## src/rtl/psram_ctl_pkg.sv

```systemverilog
package psram_ctl_pkg;

  typedef enum logic [2:0] {
    OP_STANDBY = 3'd0,
    OP_WRITE   = 3'd1,
    OP_READ    = 3'd2,
    OP_IDLE    = 3'd3,
    OP_SETREG  = 3'd4,
    OP_SLEEP   = 3'd5
  } op_e;

  typedef struct packed {
    logic       page_on;
    logic [1:0] temp;
    logic       par_mode;
    logic [2:0] region;
  } mode_t;

  localparam mode_t MODE_RESET = '{page_on: 1'b0, temp: 2'b11, par_mode: 1'b1, region: 3'b000};

  function automatic op_e decode_pins(input logic ce_n, input logic we_n, input logic oe_n,
                                      input logic ub_n, input logic lb_n, input logic zz_n);
    logic any_byte;
    any_byte = !ub_n || !lb_n;
    if (ce_n)              return zz_n ? OP_STANDBY : OP_SLEEP;
    if (!zz_n)             return we_n ? OP_IDLE : OP_SETREG;
    if (!we_n)             return any_byte ? OP_WRITE : OP_IDLE;
    if (!oe_n && any_byte) return OP_READ;
    return OP_IDLE;
  endfunction

endpackage

```

## src/rtl/psram_cmd_decode.sv

```systemverilog
module psram_cmd_decode
  import psram_ctl_pkg::*;
(
  input  logic       clk,
  input  logic       rst_n,
  input  logic       ce_n,
  input  logic       we_n,
  input  logic       oe_n,
  input  logic       ub_n,
  input  logic       lb_n,
  input  logic       zz_n,
  output op_e        cmd,
  output logic [1:0] lane_sel,
  output logic [2:0] op_q
);

  assign cmd      = decode_pins(ce_n, we_n, oe_n, ub_n, lb_n, zz_n);
  assign lane_sel = {!ub_n, !lb_n};

  always_ff @(posedge clk or negedge rst_n) begin
    if (!rst_n) op_q <= 3'(OP_STANDBY);
    else        op_q <= 3'(cmd);
  end

endmodule

```

## src/rtl/psram_mode_reg.sv

```systemverilog
module psram_mode_reg
  import psram_ctl_pkg::*;
#(
  parameter int AW = 22
) (
  input  logic          clk,
  input  logic          rst_n,
  input  logic          load,
  input  logic [AW-1:0] addr,
  output mode_t         mode,
  output logic [AW-1:0] keep_lo,
  output logic [AW-1:0] keep_hi,
  output logic          keep_none
);

  localparam int QSH = AW - 2;

  logic [1:0]    k;
  logic [AW-1:0] top_lo;
  logic [AW-1:0] bot_hi;

  always_ff @(posedge clk or negedge rst_n) begin
    if (!rst_n) mode <= MODE_RESET;
    else if (load) begin
      mode.page_on  <= addr[7];
      mode.temp     <= addr[6:5];
      mode.par_mode <= addr[4];
      mode.region   <= addr[2:0];
    end
  end

  assign k      = mode.region[1:0];
  assign top_lo = AW'(k) << QSH;
  assign bot_hi = (AW'(3'd4 - {1'b0, k}) << QSH) - AW'(1);

  always_comb begin
    keep_none = 1'b0;
    keep_lo   = '0;
    keep_hi   = '1;
    if (mode.region[2]) begin
      if (k == 2'b00) begin
        keep_none = 1'b1;
        keep_hi   = '0;
      end else begin
        keep_lo = top_lo;
      end
    end else begin
      keep_hi = bot_hi;
    end
  end

endmodule

```

## src/rtl/psram_lp_timer.sv

```systemverilog
module psram_lp_timer #(
  parameter int ENTRY_CYC = 1250
) (
  input  logic clk,
  input  logic rst_n,
  input  logic lp_req,
  input  logic par_mode,
  input  logic wr_stb,
  output logic par_on,
  output logic sleep_on,
  output logic data_lost
);

  localparam int CW = $clog2(ENTRY_CYC + 1);
  localparam logic [CW-1:0] LIMIT = CW'(ENTRY_CYC);

  logic [CW-1:0] cnt;
  logic          entered;

  always_ff @(posedge clk or negedge rst_n) begin
    if (!rst_n)           cnt <= '0;
    else if (!lp_req)     cnt <= '0;
    else if (cnt != LIMIT) cnt <= cnt + CW'(1);
  end

  assign entered  = (cnt == LIMIT);
  assign par_on   = entered && par_mode;
  assign sleep_on = entered && !par_mode;

  always_ff @(posedge clk or negedge rst_n) begin
    if (!rst_n)        data_lost <= 1'b0;
    else if (sleep_on) data_lost <= 1'b1;
    else if (wr_stb)   data_lost <= 1'b0;
  end

endmodule

```

## src/rtl/psram_word_store.sv

```systemverilog
module psram_word_store #(
  parameter int NLANE  = 2,
  parameter int MEM_AW = 6
) (
  input  logic               clk,
  input  logic               wr_en,
  input  logic               rd_en,
  input  logic [MEM_AW-1:0]  idx,
  input  logic [NLANE-1:0]   be,
  input  logic [8*NLANE-1:0] wdata,
  output logic [8*NLANE-1:0] rdata
);

  localparam int DEPTH = 1 << MEM_AW;

  for (genvar g = 0; g < NLANE; g++) begin : g_lane
    logic [7:0] lane_mem [DEPTH];
    always_ff @(posedge clk) begin
      if (wr_en && be[g]) lane_mem[idx] <= wdata[8*g +: 8];
      if (rd_en && be[g]) rdata[8*g +: 8] <= lane_mem[idx];
    end
  end

endmodule

```

## src/rtl/psram_ctl_top.sv

```systemverilog
module psram_ctl_top
  import psram_ctl_pkg::*;
#(
  parameter int AW        = 22,
  parameter int MEM_AW    = 6,
  parameter int CLK_MHZ   = 125,
  parameter int ENTRY_US  = 10
) (
  input  logic          clk,
  input  logic          rst_n,
  input  logic          ce_n,
  input  logic          we_n,
  input  logic          oe_n,
  input  logic          ub_n,
  input  logic          lb_n,
  input  logic          zz_n,
  input  logic [AW-1:0] addr,
  input  logic [15:0]   wdata,
  output logic [15:0]   rdata,
  output logic [1:0]    dq_oe,
  output logic [2:0]    op_mode,
  output logic          page_en,
  output logic [1:0]    temp_code,
  output logic          par_active,
  output logic          sleep_active,
  output logic [AW-1:0] keep_lo,
  output logic [AW-1:0] keep_hi,
  output logic          keep_none,
  output logic          data_lost
);

  localparam int ENTRY_CYC = CLK_MHZ * ENTRY_US;
  localparam int NLANE     = 2;

  op_e        cmd;
  logic [1:0] lane_sel;
  mode_t      mode;

  psram_cmd_decode u_dec (
    .clk(clk), .rst_n(rst_n), .ce_n(ce_n), .we_n(we_n), .oe_n(oe_n),
    .ub_n(ub_n), .lb_n(lb_n), .zz_n(zz_n),
    .cmd(cmd), .lane_sel(lane_sel), .op_q(op_mode)
  );

  psram_mode_reg #(.AW(AW)) u_mreg (
    .clk(clk), .rst_n(rst_n), .load(cmd == OP_SETREG), .addr(addr),
    .mode(mode), .keep_lo(keep_lo), .keep_hi(keep_hi), .keep_none(keep_none)
  );

  psram_lp_timer #(.ENTRY_CYC(ENTRY_CYC)) u_lp (
    .clk(clk), .rst_n(rst_n), .lp_req(cmd == OP_SLEEP), .par_mode(mode.par_mode),
    .wr_stb(cmd == OP_WRITE), .par_on(par_active), .sleep_on(sleep_active),
    .data_lost(data_lost)
  );

  psram_word_store #(.NLANE(NLANE), .MEM_AW(MEM_AW)) u_store (
    .clk(clk), .wr_en(cmd == OP_WRITE), .rd_en(cmd == OP_READ),
    .idx(addr[MEM_AW-1:0]), .be(lane_sel), .wdata(wdata), .rdata(rdata)
  );

  always_ff @(posedge clk or negedge rst_n) begin
    if (!rst_n)              dq_oe <= 2'b00;
    else if (cmd == OP_READ) dq_oe <= lane_sel;
    else                     dq_oe <= 2'b00;
  end

  assign page_en   = mode.page_on;
  assign temp_code = mode.temp;

endmodule

```

## config.mk

```make
export PLATFORM = sky130hd
export DESIGN_NAME = psram_ctl_top
export DESIGN_NICKNAME = d
export VERILOG_FILES = /design/src/rtl/psram_ctl_pkg.sv /design/src/rtl/psram_cmd_decode.sv /design/src/rtl/psram_mode_reg.sv /design/src/rtl/psram_lp_timer.sv /design/src/rtl/psram_word_store.sv /design/src/rtl/psram_ctl_top.sv
export SDC_FILE = /design/constraint.sdc
export NUM_CORES = 1
export LEC_CHECK = 0
export BUFFER_PORTS_ARGS = -buffer_cell sky130_fd_sc_hd__buf_2
export CAP_MARGIN = 10
export CORE_ASPECT_RATIO = 0.75
export CORE_UTILIZATION = 50
export DETAILED_ROUTE_END_ITERATION = 10
export PLACE_DENSITY = 0.72
export SKIP_CTS_REPAIR_TIMING = 1
export SKIP_LAST_GASP = 1
export SLEW_MARGIN = 15
export SYNTH_ARGS = -nofsm -noshare
export SYNTH_HDL_FRONTEND = slang
export SYNTH_HIERARCHICAL = 1
export SYNTH_SLANG_ARGS = --single-unit
```

## constraint.sdc

```tcl
create_clock -name clk -period 2.1 [get_ports clk]
set_input_delay 0.315 -clock clk [delete_from_list [all_inputs] [get_ports clk]]
set_output_delay 0.315 -clock clk [all_outputs]
set_load 0.005 [all_outputs]
```

==> metrics.txt <==
# TYPE chip_impl_metric gauge
chip_impl_metric{name="post-place-cells",unit=""} 4052
chip_impl_metric{name="layout_worst_path_cycle_share",unit="%"} 115.7
chip_impl_metric{name="p_leak",unit="nW"} 17.38
chip_impl_metric{name="drtIter0Drc",unit=""} 4207
chip_impl_info{name="grt_setup_unrepaired",value="true"} 1
chip_impl_metric{name="die_height",unit="um"} 252.0
chip_impl_metric{name="initial_core_util",unit="%"} 50.63
chip_impl_metric{name="setup-tns-final",unit="ns"} -0.8815
chip_impl_info{name="most_used_flip_flop_cell_after_synthesis",value="sky130_fd_sc_hd__edfxtp_1"} 1
chip_impl_metric{name="cp.required",unit="ns"} 2.52
chip_impl_metric{name="min_period",unit="ns"} 2.430
chip_impl_metric{name="count_of_maximum_capacitance_violations",unit=""} 0
chip_impl_info{name="outcome",value="complete, but fails checks"} 1
chip_impl_info{name="clk_root_buffer_cell",value="sky130_fd_sc_hd__clkbuf_16"} 1
chip_impl_metric{name="postSynthCellCount",unit=""} 2516
chip_impl_metric{name="clk_lat_worst_skew",unit="ns"} 0.68
chip_impl_metric{name="fp-row-count",unit=""} 91
chip_impl_metric{name="final_cells",unit=""} 4245
chip_impl_metric{name="timing.critical_path.slowest_cell_delay",unit="ns"} 0.68
chip_impl_metric{name="drive_above_1_share",unit="%"} 33.27
chip_impl_metric{name="max-clock-path-buffers",unit=""} 3
chip_impl_metric{name="preCtsSetupSlack",unit="ns"} -0.7649
chip_impl_metric{name="io_buffer_count",unit=""} 83
chip_impl_metric{name="peakVddDrop",unit="mV"} 0.6262
chip_impl_metric{name="clock_tree.htree_level_count",unit=""} 3
chip_impl_metric{name="timing.fmax",unit="MHz"} 411.5
chip_impl_metric{name="filler_cell_count",unit=""} 5571
chip_impl_metric{name="synth_async_sr_flop_share",unit="%"} 2.256
chip_impl_metric{name="route.detailed.wl_per_inst",unit="um"} 28.97
chip_impl_metric{name="drt_drc_violations_left",unit=""} 0
chip_impl_metric{name="grt_overflow_total",unit=""} 0
chip_impl_metric{name="drtAntennaViolNets",unit=""} 0
chip_impl_info{name="cp-start-kind",value="flop"} 1
chip_impl_metric{name="peak_fanout_along_the_critical_path",unit=""} 1
chip_impl_metric{name="antenna_cells",unit=""} 0
chip_impl_metric{name="wirelength",unit="um"} 123000
chip_impl_metric{name="cts_inserted_buffers",unit=""} 100
chip_impl_metric{name="worstPathBufferInverterCount",unit=""} 0
chip_impl_metric{name="number_of_sinks_driven_by_the_clock_tree",unit=""} 1064
chip_impl_info{name="holdCritStartpoint",value="ce_n"} 1
chip_impl_metric{name="syn_avg_cell_area",unit="um^2"} 16.56
chip_impl_info{name="min_path_type",value="in -> reg"} 1
chip_impl_info{name="crit_path_top_delay_cell",value="sky130_fd_sc_hd__a222oi_1"} 1
chip_impl_info{name="worst_path_dominant_cell_family",value="compound AO/OA/AOI/OAI gates"} 1
chip_impl_metric{name="post_synth_edffs",unit=""} 1040
chip_impl_metric{name="clk_pin_slew_worst_paths",unit="ns"} 0.06
chip_impl_metric{name="timing.final.setup_violations",unit=""} 5
chip_impl_metric{name="ys_seq_elements",unit=""} 1064
chip_impl_info{name="crit_start",value="u_store/g_lane[1].lane_mem[52][7]"} 1
chip_impl_metric{name="vias_per_cell",unit=""} 6.437
chip_impl_metric{name="post-dp-hpwl",unit="um"} 82430
chip_impl_metric{name="worst_slew_pin_slew",unit="ns"} 1.159
chip_impl_metric{name="worst-endpoint-arrival",unit="ns"} 2.85
chip_impl_metric{name="pin_count_of_the_biggest_net_entering_global_routing",unit=""} 65
chip_impl_info{name="path_class",value="reg -> reg"} 1
chip_impl_metric{name="finalClockSkew",unit="ns"} 0.03302
chip_impl_metric{name="final.setup.worst_slack",unit="ns"} -0.3299
chip_impl_info{name="crit_path_cell_trace",value="mux2_2, a221o_1, a222oi_1, o21ai_1, or3_1"} 1
chip_impl_metric{name="grt_antenna_before_repair",unit=""} 2
chip_impl_metric{name="final_util",unit="%"} 63.17
chip_impl_metric{name="synthesis.yosys.warnings",unit=""} 6
chip_impl_metric{name="grt_pass1_wl",unit="um"} 177100
chip_impl_metric{name="syn2layout_area_growth",unit="%"} 24.77
chip_impl_metric{name="syn_area",unit="um^2"} 41680
chip_impl_metric{name="core_area",unit="um^2"} 82320
chip_impl_info{name="critPathCaptureType",value="flop"} 1
chip_impl_metric{name="design.portCount",unit=""} 118
chip_impl_info{name="layout_common_cells",value="sky130_fd_sc_hd__edfxtp_1, sky130_fd_sc_hd__buf_4, sky130_fd_sc_hd__a221oi_1, sky130_fd_sc_hd__a22oi_1, sky130_fd_sc_hd__buf_12"} 1
chip_impl_metric{name="place_congestion",unit=""} 0.9651
chip_impl_metric{name="overall_track_demand_over_capacity_in_global_routing",unit="%"} 28.88
chip_impl_metric{name="total_power",unit="W"} 0.04418
chip_impl_metric{name="vias",unit=""} 27330
chip_impl_metric{name="ys_seq_area_share",unit="%"} 76.38
chip_impl_metric{name="drt_pass1_iterations",unit=""} 6
chip_impl_info{name="violations",value="negative setup slack"} 1
chip_impl_metric{name="slew-limit-headroom",unit="%"} 22.55
chip_impl_info{name="r2r_start",value="u_store/g_lane[1].lane_mem[52][7]"} 1
chip_impl_metric{name="vias_in_the_first_global_route",unit=""} 26050
chip_impl_metric{name="report.final.slew_viol_count",unit=""} 0
chip_impl_metric{name="layout.nets",unit=""} 3096
chip_impl_info{name="tritoncts",value="yes"} 1
chip_impl_metric{name="die-area",unit="um^2"} 84520
chip_impl_metric{name="die_w",unit="um"} 335.4
chip_impl_metric{name="finalHoldViolCount",unit=""} 0
chip_impl_metric{name="ys_types",unit=""} 72
chip_impl_info{name="mostFrequentLayoutCell",value="sky130_fd_sc_hd__edfxtp_1"} 1
chip_impl_metric{name="pwr_per_cell_area",unit="nW/um^2"} 849.6
-- worst register-to-register path: cells and delay by family, from the launching register on --
kind	cells	cell delay (ns)
flops	1	0.42
simple gates	1	0.34
mux	1	0.30
compound gates	3	1.13
-- routing by layer --
metal / up-vias / track usage, % / part of all wire, %
met2: 2108 / 41.64 / 43
met5: - / 0 / 0.028
met4: 6 / 7.580 / 2.6
li1: 11300 / - / -
met1: 13650 / 43.29 / 39
met3: 260 / 7.978 / 15
-- final cells by class --
cell class	instances	area [um^2]	area share, %
clock buffers	125	2660	5.116
multi-input cells	1230	9304	17.89
repair buffers	637	6310	12.13
flip-flops and latches	1064	31830	61.22
clock inverters	59	441.7	0.8494
inverters	14	52.55	0.1011
well taps	1116	1396	2.685
-- synthesized netlist by cell type, types with 6 or more instances --
library cell / count / area (um^2)
sky130_fd_sc_hd__a211oi_1: 8 / 60.06
sky130_fd_sc_hd__a21oi_1: 66 / 330.3
sky130_fd_sc_hd__a221o_1: 7 / 70.07
sky130_fd_sc_hd__a221oi_1: 182 / 1594
sky130_fd_sc_hd__a22o_1: 11 / 96.34
sky130_fd_sc_hd__a22oi_1: 161 / 1209
sky130_fd_sc_hd__a31oi_1: 6 / 37.54
sky130_fd_sc_hd__and2_1: 6 / 37.54
sky130_fd_sc_hd__and3_1: 6 / 37.54
sky130_fd_sc_hd__buf_1: 20 / 75.07
sky130_fd_sc_hd__buf_2: 87 / 435.4
sky130_fd_sc_hd__buf_4: 53 / 397.9
sky130_fd_sc_hd__buf_6: 11 / 123.9
sky130_fd_sc_hd__clkbuf_1: 55 / 206.5
sky130_fd_sc_hd__dfrtp_1: 21 / 525.5
sky130_fd_sc_hd__edfxtp_1: 1040 / 31230
sky130_fd_sc_hd__inv_1: 12 / 45.04
sky130_fd_sc_hd__mux2_2: 51 / 574.3
sky130_fd_sc_hd__mux2i_1: 76 / 760.7
sky130_fd_sc_hd__mux4_2: 19 / 427.9
sky130_fd_sc_hd__nand2_1: 59 / 221.5
sky130_fd_sc_hd__nand3_1: 14 / 70.07
sky130_fd_sc_hd__nand4_1: 7 / 43.79
sky130_fd_sc_hd__nor2_1: 225 / 844.6
sky130_fd_sc_hd__nor2b_1: 6 / 37.54
sky130_fd_sc_hd__nor3_1: 24 / 120.1
sky130_fd_sc_hd__o21ai_0: 83 / 415.4
sky130_fd_sc_hd__o21ai_1: 12 / 60.06
sky130_fd_sc_hd__o221ai_1: 23 / 201.4
sky130_fd_sc_hd__o22ai_1: 56 / 350.3
sky130_fd_sc_hd__or3_1: 8 / 50.05
sky130_fd_sc_hd__or4_1: 9 / 67.56
-- path summary, 6_finish.rpt --
path / to / slack [ns] / cells after the start
worst min-delay path: u_dec/op_q[0] / 0.05 / 3
worst min register to register: u_lp/data_lost / 0.48 / 1
worst max-delay path: u_store/rdata[15] / -0.33 / 5
max in group asynchronous: u_mreg/mode[3] / 1.58 / 2
min in group asynchronous: dq_oe[1] / 0.16 / 2
worst max register to register: u_store/rdata[15] / -0.33 / 5
-- flip-flops by register name (all words and copies together) (netlist names) --
signal                   flops
u_store/g_lane.lane_mem   1024
u_store/rdata               16
u_lp/cnt                    11
u_mreg/mode                  7
u_dec/op_q                   3
dq_oe                        2
u_lp/data_lost               1
-- cells by family after synthesis --
kind of cell    Yosys count  share of synthesized area, %
mux                     152                         4.437
flops                  1064                         76.38
buf+inv                 241                         3.110
xor+xnor                  3                       0.06306
simple gates            389                         4.200
compound gates          663                         11.71
fa+ha+maj                 3                       0.09008
other cells               1                      0.008998
-- where the power goes --
| group | total (W) | internal (W) | switching [W] |
|---|---|---|---|
| combinational | 0.00338 | 0.00130 | 0.00208 |
| clock | 0.0173 | 0.00959 | 0.00774 |
| sequential | 0.0235 | 0.0234 | 0.0000607 |
-- stage by stage --
| stage | cell area (um^2) | hold WS [ns] |
|---|---|---|
| after floorplan | 42150 | 0.01941 |
| after CTS | 51680 | -0.3861 |
| after detailed placement | 48580 | 0.3186 |
| after global placement | 48580 | 0.3083 |
| after global routing | 52000 | 0.04940 |
| final | 52000 | 0.04924 |
No activity file was read; power rests on OpenSTA's default activity.
